File: src/rtl/irqagg_pkg.sv
package irqagg_pkg;

    localparam int NSRC      = 32;
    localparam int ADDR_W    = 8;
    localparam int MASTER_IX = 31;

    localparam logic [7:0] OFS_PEND0  = 8'h00;
    localparam logic [7:0] OFS_PEND1  = 8'h04;
    localparam logic [7:0] OFS_ROUTE  = 8'h20;
    localparam logic [7:0] OFS_LEVEL  = 8'h30;
    localparam logic [7:0] OFS_MSET   = 8'h34;
    localparam logic [7:0] OFS_MCLR   = 8'h38;

    localparam int NCHAN = 2;

endpackage

File: src/rtl/irqagg_sync.sv
module irqagg_sync #(
    parameter int W      = 32,
    parameter int STAGES = 2
) (
    input  logic         clk,
    input  logic         rst_n,
    input  logic [W-1:0] din,
    output logic [W-1:0] dout
);

    logic [STAGES-1:0][W-1:0] stg_d, stg_q;

    always_comb begin
        stg_d[0] = din;
        for (int k = 1; k < STAGES; k++) begin
            stg_d[k] = stg_q[k-1];
        end
    end

    always_ff @(posedge clk or negedge rst_n) begin
        if (!rst_n) begin
            stg_q <= '0;
        end else begin
            stg_q <= stg_d;
        end
    end

    assign dout = stg_q[STAGES-1];

endmodule

File: src/rtl/irqagg_route.sv
module irqagg_route #(
    parameter int W         = 32,
    parameter int MASTER_IX = 31,
    parameter int NCHAN     = 2
) (
    input  logic             [W-1:0] level,
    input  logic             [W-1:0] en_mask,
    input  logic             [W-1:0] route_mask,
    output logic [NCHAN-1:0] [W-1:0] pend,
    output logic [NCHAN-1:0]         irq_out
);

    logic [W-1:0] gated;

    // master switch gates every line before routing
    assign gated = level & en_mask & {W{en_mask[MASTER_IX]}};

    for (genvar ch = 0; ch < NCHAN; ch++) begin : g_chan
        logic [W-1:0] pick;
        if (ch == 0) begin : g_lo
            assign pick = ~route_mask;
        end else begin : g_hi
            assign pick = route_mask;
        end
        assign pend[ch]    = gated & pick;
        assign irq_out[ch] = |pend[ch];
    end

endmodule

File: src/rtl/irqagg_regs.sv
module irqagg_regs
    import irqagg_pkg::*;
#(
    parameter int W  = 32,
    parameter int AW = 8
) (
    input  logic          clk,
    input  logic          rst_n,
    input  logic          sel,
    input  logic          we,
    input  logic [AW-1:0] addr,
    input  logic [W-1:0]  wdata,
    input  logic [W-1:0]  level,
    input  logic [W-1:0]  pend0,
    input  logic [W-1:0]  pend1,
    output logic [W-1:0]  en_mask,
    output logic [W-1:0]  route_mask,
    output logic [W-1:0]  rdata
);

    typedef struct packed {
        logic [W-1:0] en;
        logic [W-1:0] route;
    } cfg_t;

    cfg_t cfg_d, cfg_q;

    always_comb begin
        cfg_d = cfg_q;
        if (sel && we) begin
            case (addr)
                AW'(OFS_MSET):  cfg_d.en    = cfg_q.en | wdata;
                AW'(OFS_MCLR):  cfg_d.en    = cfg_q.en & ~wdata;
                AW'(OFS_ROUTE): cfg_d.route = wdata;
                default: ;
            endcase
        end
    end

    always_ff @(posedge clk or negedge rst_n) begin
        if (!rst_n) begin
            cfg_q <= '0;
        end else begin
            cfg_q <= cfg_d;
        end
    end

    always_comb begin
        rdata = '0;
        if (sel && !we) begin
            case (addr)
                AW'(OFS_PEND0): rdata = pend0;
                AW'(OFS_PEND1): rdata = pend1;
                AW'(OFS_ROUTE): rdata = cfg_q.route;
                AW'(OFS_LEVEL): rdata = level;
                AW'(OFS_MSET):  rdata = cfg_q.en;
                AW'(OFS_MCLR):  rdata = cfg_q.en;
                default:        rdata = '0;
            endcase
        end
    end

    assign en_mask    = cfg_q.en;
    assign route_mask = cfg_q.route;

endmodule

File: src/rtl/irq_aggregator.sv
module irq_aggregator
    import irqagg_pkg::*;
(
    input  logic              clk,
    input  logic              rst_n,
    input  logic [NSRC-1:0]   irq_in,
    input  logic              bus_sel,
    input  logic              bus_we,
    input  logic [ADDR_W-1:0] bus_addr,
    input  logic [NSRC-1:0]   bus_wdata,
    output logic [NSRC-1:0]   bus_rdata,
    output logic              cpu_irq0,
    output logic              cpu_irq1
);

    logic [NSRC-1:0]              level;
    logic [NSRC-1:0]              en_mask;
    logic [NSRC-1:0]              route_mask;
    logic [NCHAN-1:0][NSRC-1:0]   pend;
    logic [NCHAN-1:0]             irq_out;

    irqagg_sync #(.W(NSRC), .STAGES(2)) u_sync (
        .clk   (clk),
        .rst_n (rst_n),
        .din   (irq_in),
        .dout  (level)
    );

    irqagg_regs #(.W(NSRC), .AW(ADDR_W)) u_regs (
        .clk        (clk),
        .rst_n      (rst_n),
        .sel        (bus_sel),
        .we         (bus_we),
        .addr       (bus_addr),
        .wdata      (bus_wdata),
        .level      (level),
        .pend0      (pend[0]),
        .pend1      (pend[1]),
        .en_mask    (en_mask),
        .route_mask (route_mask),
        .rdata      (bus_rdata)
    );

    irqagg_route #(.W(NSRC), .MASTER_IX(MASTER_IX), .NCHAN(NCHAN)) u_route (
        .level      (level),
        .en_mask    (en_mask),
        .route_mask (route_mask),
        .pend       (pend),
        .irq_out    (irq_out)
    );

    assign cpu_irq0 = irq_out[0];
    assign cpu_irq1 = irq_out[1];

endmodule

File: config.mk
export PLATFORM = sky130hd
export DESIGN_NAME = irq_aggregator
export DESIGN_NICKNAME = d
export VERILOG_FILES = /design/src/rtl/irqagg_pkg.sv /design/src/rtl/irqagg_sync.sv /design/src/rtl/irqagg_route.sv /design/src/rtl/irqagg_regs.sv /design/src/rtl/irq_aggregator.sv
export SDC_FILE = /design/constraint.sdc
export NUM_CORES = 1
export LEC_CHECK = 0
export BUFFER_PORTS_ARGS = -buffer_cell sky130_fd_sc_hd__buf_2
export CAP_MARGIN = 20
export CELL_PAD_IN_SITES_DETAIL_PLACEMENT = 0
export CELL_PAD_IN_SITES_GLOBAL_PLACEMENT = 1
export CORE_UTILIZATION = 44
export DETAILED_ROUTE_END_ITERATION = 8
export PLACE_DENSITY_LB_ADDON = 0.12
export RECOVER_POWER = 100
export SLEW_MARGIN = 10
export SYNTH_ARGS = -nofsm -noshare
export SYNTH_HDL_FRONTEND = slang
export SYNTH_SLANG_ARGS = --single-unit
export TNS_END_PERCENT = 50
File: constraint.sdc
create_clock -name clk -period 1.62 [get_ports clk]
set_input_delay 0.081 -clock clk [delete_from_list [all_inputs] [get_ports clk]]
set_output_delay 0.081 -clock clk [all_outputs]
set_load 0.01 [all_outputs]
# Word-level counts from Yosys, hierarchy flattened
# Cells that the tools add are included.
# word_totals
wordCells,30
input_bits,76
regBits,128
out_inout_bits,34
# op_classes
n_reduce_logical,10
n_eq_ne,5
n_mux,3
n_bitwise,8
# ops
cell,n
bitwise AND 32 bit,5
case mux 32 bit (5 select lines),1
inverter 32 bit,2
case mux 32 bit (2 select lines),1
OR reduction 32 bit,2
"equality test 8 x 6 -> 1 bit, second input constant",4
two-way mux 32 bit,1
bitwise OR 32 bit,1
"equality test 8 x 3 -> 1 bit, second input constant",1
zero test 8 bit,1
AND reduction 2 bit,2
logical AND 1 bit,2
nonzero test 2 bit,1
OR reduction 2 bit,1
zero test 1 bit,1

# Longest topological paths before layout
# Gate-level depths: netlist of the first run.
# logic_depth
word_depth,5
depth_mapped,9

# Modules after synthesis
# A second synthesis of the first run with hierarchy kept.
# hier_totals
cells_unflattened,542
area_unflattened_um2,6319.8
# modules_own_cells
mod,instances,area_each_um2,seq_area_each_um2,cells_each
irqagg_regs,1,3811.2,1601.5,351
irqagg_sync,1,1601.5,1601.5,64
irqagg_route,1,907.1,0.0,127

# Least setup slack after synthesis of the first run
# No wires, ideal clock.
# synth_path
path_kind,input to register
from,in bus_addr[2]
to,"reg u_regs.cfg_q, in the netlist u_regs.route_mask[10]"
path_stages,5
arrival_ns,1.530
setup_slack_ns,-0.035
path_buffers,1
setup_ns,0.125
required_ns,1.495
cell_sequence,nor4_4 > nand3_4 > nor3_4 > buf_6 > mux2_2
# synth_via
elab_chain_len,2
# synth_rtl
element,line,rtl
"start, declared",irq_aggregator.sv:9,"input logic [ADDR_W-1:0] bus_addr,"
equality test 8 x 6 -> 1 bit,irqagg_regs.sv:31,case (addr)
AND reduction 2 bit (no source line),--,
"end signal, assigned",irqagg_regs.sv:44,cfg_q <= cfg_d;
"end, declared",irqagg_regs.sv:26,"cfg_t cfg_d, cfg_q;"
# Every way passes these cells.
# A chain may end at the register's enable or synchronous reset.

# Worst setup path after layout of the first run
# layout_path
from,"reg u_sync.stg_q, in the netlist u_sync.dout[13]"
to,out cpu_irq0
# layout_via
elab_chain_len,4
# layout_rtl
element,line,rtl
"start, declared",irqagg_sync.sv:11,"logic [STAGES-1:0][W-1:0] stg_d, stg_q;"
"start signal, assigned",irqagg_sync.sv:24,stg_q <= stg_d;
bitwise AND 32 bit (2 in series),irqagg_route.sv:16,assign gated = level & en_mask & {W{en_mask[MASTER_IX]}};
bitwise AND 32 bit,irqagg_route.sv:25,assign pend[ch] = gated & pick;
OR reduction 32 bit,irqagg_route.sv:26,assign irq_out[ch] = |pend[ch];
"end, declared",irq_aggregator.sv:12,"output logic cpu_irq0,"
# Every way passes these cells.

==> impl_results.md, run 1 <==
- Unrepaired setup endpoints after global routing: yes
- Pwr Total: 0.00834 W
- Post-Route Skew: 0.00451 ns
- Sw power: 0.00202 W
- Fin crit share: 136%
- Antenna Nets Post-Route: 0
- Core Util, Final: 71.3%
- DP Wirelength: 13.3 mm
- CP Capture Type: primary output
- Final Hold Fails: 0
- CP max stage cell: or4_1
- Die H: 119 um
- Area grow syn2layout: 57.2%
- Final Max Slew Viols: 0
- YS warnings: 0
- Failing checks: setup timing
- Slew @ Worst Pin: roughly 1.2 ns
- RR Startpoint: u_regs.route_mask[17]
- Fmax: ~0.45 GHz
- Reg2Reg Depth: 3
- CTS Buf Count: 17
- Worst Hold Launch: irq_in[25]
- CTS tree: yes
- Clock network power share: between 40 and 50%
- Yosys top cell by area: dfrtp_1
- Die X-Extent: 119 um
- Clk slew on worst S/H paths: 0.06 ns
- Detailed Route Iter0 Violations: ~350
- Register area share after synthesis: 52.9%
- Top-area cell type share of the netlist area: between 50% and 60%
- Synthesized netlist cell count: 554
- Final min period: 2.21 ns
- Wire length on met2: 10.3 mm
- Placeable Area: 13300 um2
- Cell variety after synth: 46
- Pwr Density: roughly 880 nW/um2
- DRC: 0
- First-pass GRT wire length: roughly 32 mm
- Hold worst-path end: u_sync.stg_d[57]
- Ports: 110
- Layout Cells excl Fill: just over 1000
- Highest Signal Layer: met4
- DRT met1 WL: 8.61 mm
- Max-Slew Margin vs Limit: 20.1%
- Crit-path max cell delay: around 0.43 ns
- Vias per cell: 5.60
- Routed wire per std cell: 19.7 um
- HP Class: in2reg
- Count leader, synth: dfrtp_1
- Number of clock sinks: approximately 130
- Asr flop ratio synth: 100%
- PortBufs: 109
- CTS root buf: clkbuf_16
- Logic pwr share: between 10% and 20%
- Max Cap Viol: 0
- Sequential share of power: 41.4%
- CP bufs+invs: 1
- Total GRT Usage: 29.9%
- Initial Util: approximately 45%
- Antenna diodes: 0
- Synth cell count leaders: dfrtp_1 (128), a21oi_1 (43), nand2_1 (35)
- Clock latency at the later pin of the worst-skew pair: 0.42 ns
- First-pass DRT Iterations: 5
- Avg Cell Area, Syn: 10.9 um2
- Met3 WL post-DR: ~960 um
- Vias post-DR: 5791
- Crit-path max FO: 3
- Leakage power: ~4.3 nW
- Arrival time at the worst endpoint: 2.13 ns
- WHS Path Cells: 2
- Htree depth: 4
- # setup viols final: 39
- Register-to-Register Setup Slack: 0.56 ns
- Status: finished with violations
- Row cnt: 42
- Die ar.: between 10000 and 15000 um2
- Worst R2R End: u_regs.route_mask[17]
- Initial antenna violation count: 0
- Worst setup SP type: flip-flop
- Vias in the first global route: approximately 6000
- Fillcell total: 1015
- Placed cells: a little over 900
- GP Congestion: between 0.8 and 0.9
- Syn Std Cell Area: between 6000 and 7000 um2
- Setup ws final: -0.588 ns
- Worst-case clock buffer depth: 2
- Routed wire length: 20.3 mm
- Nets: 922
- Overflow after GRT: 0
- Synth Flop Type: dfrtp_1
- Syn nets: 630
- Worst vdd ir: 755 uV
- Largest net degree at the start of global routing: a little under 90
- Share of layout cells above drive strength 1: between 40% and 50%
- Crit-path cells: nand2_1 > o22ai_1 > nor2_1 > a41oi_2 > or4_1 > buf_2
- Switching portion of total power: about 24%
- Worst Setup Path Type: reg2out
- Pint: 0.00632 W
- Delay-heaviest family, CP: simple AND/OR/NAND/NOR gates
- CP required: 1.54 ns
- EDFF count, synth: 0
- Synthesized flop and latch total: about 130
- Top cells by area, synth: dfrtp_1 (53%), mux2_2 (5.4%), mux2i_1 (4.6%), a21oi_1 (3.6%), a31oi_1 (3.4%)
-- cell families after synthesis --
| logic type | count (synthesis) | synth area share [%] |
|---|---|---|
| compound gates | 165 | 17.9 |
| mux | 58 | 10.2 |
| xor+xnor | 21 | 3.04 |
| buf+inv | 39 | 3.20 |
| flops | 128 | 52.9 |
| simple gates | 143 | 12.7 |
-- placed cells by master (no fill, tap or decap), types with 7 or more instances in the layout --
| cell | count |
|---|---|
| nand4_1 | 12 |
| o32ai_2 | 11 |
| o32ai_4 | 7 |
| a31oi_1 | 33 |
| nand3_2 | 13 |
| nand2_1 | 29 |
| buf_4 | 109 |
| a22oi_2 | 7 |
| clkbuf_16 | 17 |
| mux2_2 | 29 |
| a22oi_1 | 15 |
| xor2_1 | 18 |
| dfrtp_1 | 126 |
| nand3_1 | 17 |
| mux2i_1 | 28 |
| dlygate4sd3_1 | 65 |
| nor2_1 | 30 |
| buf_6 | 12 |
| o22ai_1 | 13 |
| buf_2 | 106 |
| a21oi_1 | 39 |
-- area by class of cell --
type | instances | area [um2] | area share (%)
Sequential cell | 128 | 3210 | 33.7
Multi-Input combinational cell | 387 | 3130 | 32.8
Timing Repair Buffer | 309 | 2340 | 24.6
Clock buffer | 20 | 457 | 4.80
Tap cell | 176 | 220 | 2.31
Clock inverter | 12 | 159 | 1.67
Inverter | 3 | 11.3 | 0.118
-- through the flow --
stage / hold slack, ns / area [um2] / TNS [ns] / setup slack (ns)
after floorplan: -0.215 / 6050 / 0 / 0.0145
after global placement: 0.152 / 7700 / -2.03 / -0.268
after detailed placement: 0.159 / 7700 / -2.07 / -0.244
after CTS: 0.257 / 9380 / -9.22 / -0.604
after global routing: 0.286 / 9520 / -13.81 / -0.615
final: 0.289 / 9520 / -9.84 / -0.588
-- how the worst max path moves through the flow --
| stage | from | endpoint | slack, ns | depth (start not counted) |
|---|---|---|---|---|
| 3_5_place_dp | u_regs.route_mask[9] | cpu_irq1 | -0.24 | 7 |
| 4_1_cts | u_sync.dout[20] | cpu_irq0 | -0.60 | 6 |
| 5_1_grt | u_sync.dout[18] | cpu_irq0 | -0.62 | 6 |
| 2_1_floorplan | bus_addr[2] | u_regs.route_mask[10] | 0.01 | 5 |
| 6_report | u_sync.dout[13] | cpu_irq0 | -0.59 | 6 |
| 3_3_place_gp | u_sync.dout[5] | cpu_irq0 | -0.27 | 6 |
-- what timing repair did --
item,4_1_cts,5_1_grt
setup buffers,7,2
cloned,1,0
hold buffers,65,0
resized for setup,66,36
endpoints found under the hold margin,224,0
setup endpoints to repair,34,34
pin swaps,43,39
-- power by group through the flow --
stage / Combinational [W] / Sequential [W] / Clock [W]
finish: 0.000919 / 0.00345 / 0.00397
global route: 0.000990 / 0.00347 / 0.00417
CTS: 0.000890 / 0.00344 / 0.00402
detailed placement: 0.000714 / 0.00349 / 0
global placement: 0.000694 / 0.00349 / 0
floorplan: 0.000251 / 0.00349 / 0
-- layer usage --
layer / up-vias / track usage (%)
li1: 2700 / -
met1: 2887 / 36.4
met2: 170 / 51.1
met3: 34 / 6.27
met4: 0 / 12.9
met5: - / 0
Note: power is estimated with default switching activity, not from simulation.
==> inputs of run 2 (changes only) <==
--- a/config.mk
+++ b/config.mk
@@ -9,6 +9,7 @@
 export CAP_MARGIN = 20
 export CELL_PAD_IN_SITES_DETAIL_PLACEMENT = 0
 export CELL_PAD_IN_SITES_GLOBAL_PLACEMENT = 1
+export CORE_MARGIN = 3
 export CORE_UTILIZATION = 44
 export DETAILED_ROUTE_END_ITERATION = 8
 export PLACE_DENSITY_LB_ADDON = 0.12
==> run 2 against run 1 <==
Effect of this change:
- the flow still finishes with violations (setup timing)
- design area is 0.41% higher
- sequential power about the same
- worst setup slack gained 0.038 ns
- largest power group unchanged
==> impl_results.md, run 2 (same netlist as run 1, synthesis figures left out) <==
- HP Class: in2reg
- Die ar.: around 15000 um2
- Layout Cells excl Fill: roughly 1000
- Most frequent cells in the layout: dfrtp_1 (126), buf_2 (106), buf_4 (102)
- DP Wirelength: 13.1 mm
- Vias per cell: ~5.7
- Core Util, Final: 71.6%
- Fillcell total: 994
- First-pass GRT wire length: 32.2 mm
- CP max stage cell: or4_1
- Die X-Extent: about 120 um
- Max-Slew Margin vs Limit: 39.6%
- GP Congestion: between 0.8 and 0.9
- Final setup TNS: -11.76 ns
- PortBufs: 109
- DRC: 0
- Placeable Area: roughly 13000 um2
- Status: finished with violations
- CTS Buf Count: 17
- Nets: just over 900
- Placed cells: between 900 and 1000
- Ports: 110
- Pwr Density: between 800 and 900 nW/um2
- CP Capture Type: primary output
- Worst Setup Path Type: reg2out
- Setup ws final: -0.549 ns
- Row cnt: 42
- Initial Util: 45.4%
- Share of layout cells above drive strength 1: 44.0%
- Arrival time at the worst endpoint: 2.09 ns
- Detailed Route Iter0 Violations: 456
- Crit-path max FO: 2
- Area grow syn2layout: 57.9%
- Worst-case clock buffer depth: 2
- Seq. cell area: 3210 um2
- Commonest non-fill, non-tap cell in the layout: dfrtp_1
- Fmax: 0.461 GHz
- Fin crit share: 134%
- Number of clock sinks: ~130
- Final min period: 2.17 ns
- Post-Route Skew: ~0.0078 ns
- CP bufs+invs: 1
- # setup viols final: 64
- Die H: about 120 um
- Placed Instance Area: around 7700 um2
- Clk slew on worst S/H paths: approximately 0.06 ns
- Antenna diodes: 0
- Largest net degree at the start of global routing: 43
- Final Hold Fails: 0
- CTS tree: yes
- Routed wire length: 20.7 mm
- Clock latency at the later pin of the worst-skew pair: 0.42 ns
- Vias in the first global route: 6096
- First-pass DRT Iterations: 5
- Routed wire per std cell: 20.1 um
- CTS root buf: clkbuf_16
- CP required: approximately 1.5 ns
- Overflow after GRT: 0
- Htree depth: 4
- Final Max Slew Viols: 0
- Failing checks: setup timing
- Crit-path max cell delay: around 0.44 ns
- Leakage power: 4.24 nW
- Worst vdd ir: between 1000 and 1500 uV
- Initial antenna violation count: 0
- Worst setup SP type: flip-flop
- Design area: 9560 um2
- Total GRT Usage: 28.2%
- Max Cap Viol: 0
- Area occupied by multi-input gates: 3180 um2
- Antenna Nets Post-Route: 0
- Crit-path cells: nand2_1 > o22ai_1 > nor3_1 > a41oi_2 > or4_1 > buf_2
- Unrepaired setup endpoints after global routing: yes
- Delay-heaviest family, CP: simple AND/OR/NAND/NOR gates
- Vias post-DR: a little under 6000
- Slew @ Worst Pin: 0.898 ns
==> run 2: final cells by class <==
type / instances / share of cell area (%)
timing repair buffer: 303 / 24.6
sequential: 128 / 33.5
tap: 176 / 2.30
clock buffer: 21 / 4.82
multi-input combinational: 387 / 33.2
clock inverter: 10 / 1.43
inverter: 3 / 0.118
==> run 2: per-layer routing <==
layer / track usage, % / wire length [um] / vias to the layer above
met5: 0 / 0 / -
met3: 5.76 / 1120 / 36
met4: 8.03 / 442 / 0
met2: 48.5 / 10600 / 204
met1: 36.0 / 8500 / 2901
li1: - / - / 2682
==> run 2: path summary, 6_finish.rpt <==
path / start / end / slack [ns] / cells past startpoint
setup / recovery: u_sync.dout[6] / cpu_irq0 / -0.55 / 6
hold / removal: irq_in[28] / u_sync.stg_d[60] / 0.29 / 2
setup reg to reg: flip-flop / flip-flop / 0.64 / 4
hold reg to reg: u_sync.stg_d[46] / u_sync.dout[14] / 0.35 / 0
max in group asynchronous: rst_n / u_sync.stg_d[57] / 0.21 / 3
min in group asynchronous: rst_n / u_sync.stg_d[34] / 0.30 / 2
==> run 2: timing repair <==
item	4_1_cts	5_1_grt
endpoints found under the setup margin	34	34
pin swaps	46	33
cloned	2	1
hold buffers	65	0
setup buffers	6	1
endpoints found under the hold margin	125	0
resized for setup	74	37
==> run 2: stage by stage <==
stage / hold WS, ns / power [W] / setup WS [ns]
floorplan: -0.215 / 0.00374 / 0.0145
global placement: 0.0616 / 0.00418 / -0.253
detailed placement: 0.0633 / 0.00420 / -0.248
CTS: 0.163 / 0.00825 / -0.587
global route: 0.285 / 0.00854 / -0.678
finish: 0.292 / 0.00826 / -0.549
==> run 2: power breakdown <==
part / switching [W] / internal [W] / total [W]
clock: 0.00140 / 0.00248 / 0.00389
sequential: 0.000100 / 0.00335 / 0.00345
combinational: 0.000455 / 0.000470 / 0.000924
==> run 2: worst reg2reg max path: cells and delay by family (launching register included) <==
kind                   cells  cell delay (ns)
AOI/OAI and AO/OA          2             0.20
buffers and inverters      2             0.26
DFF                        1             0.39
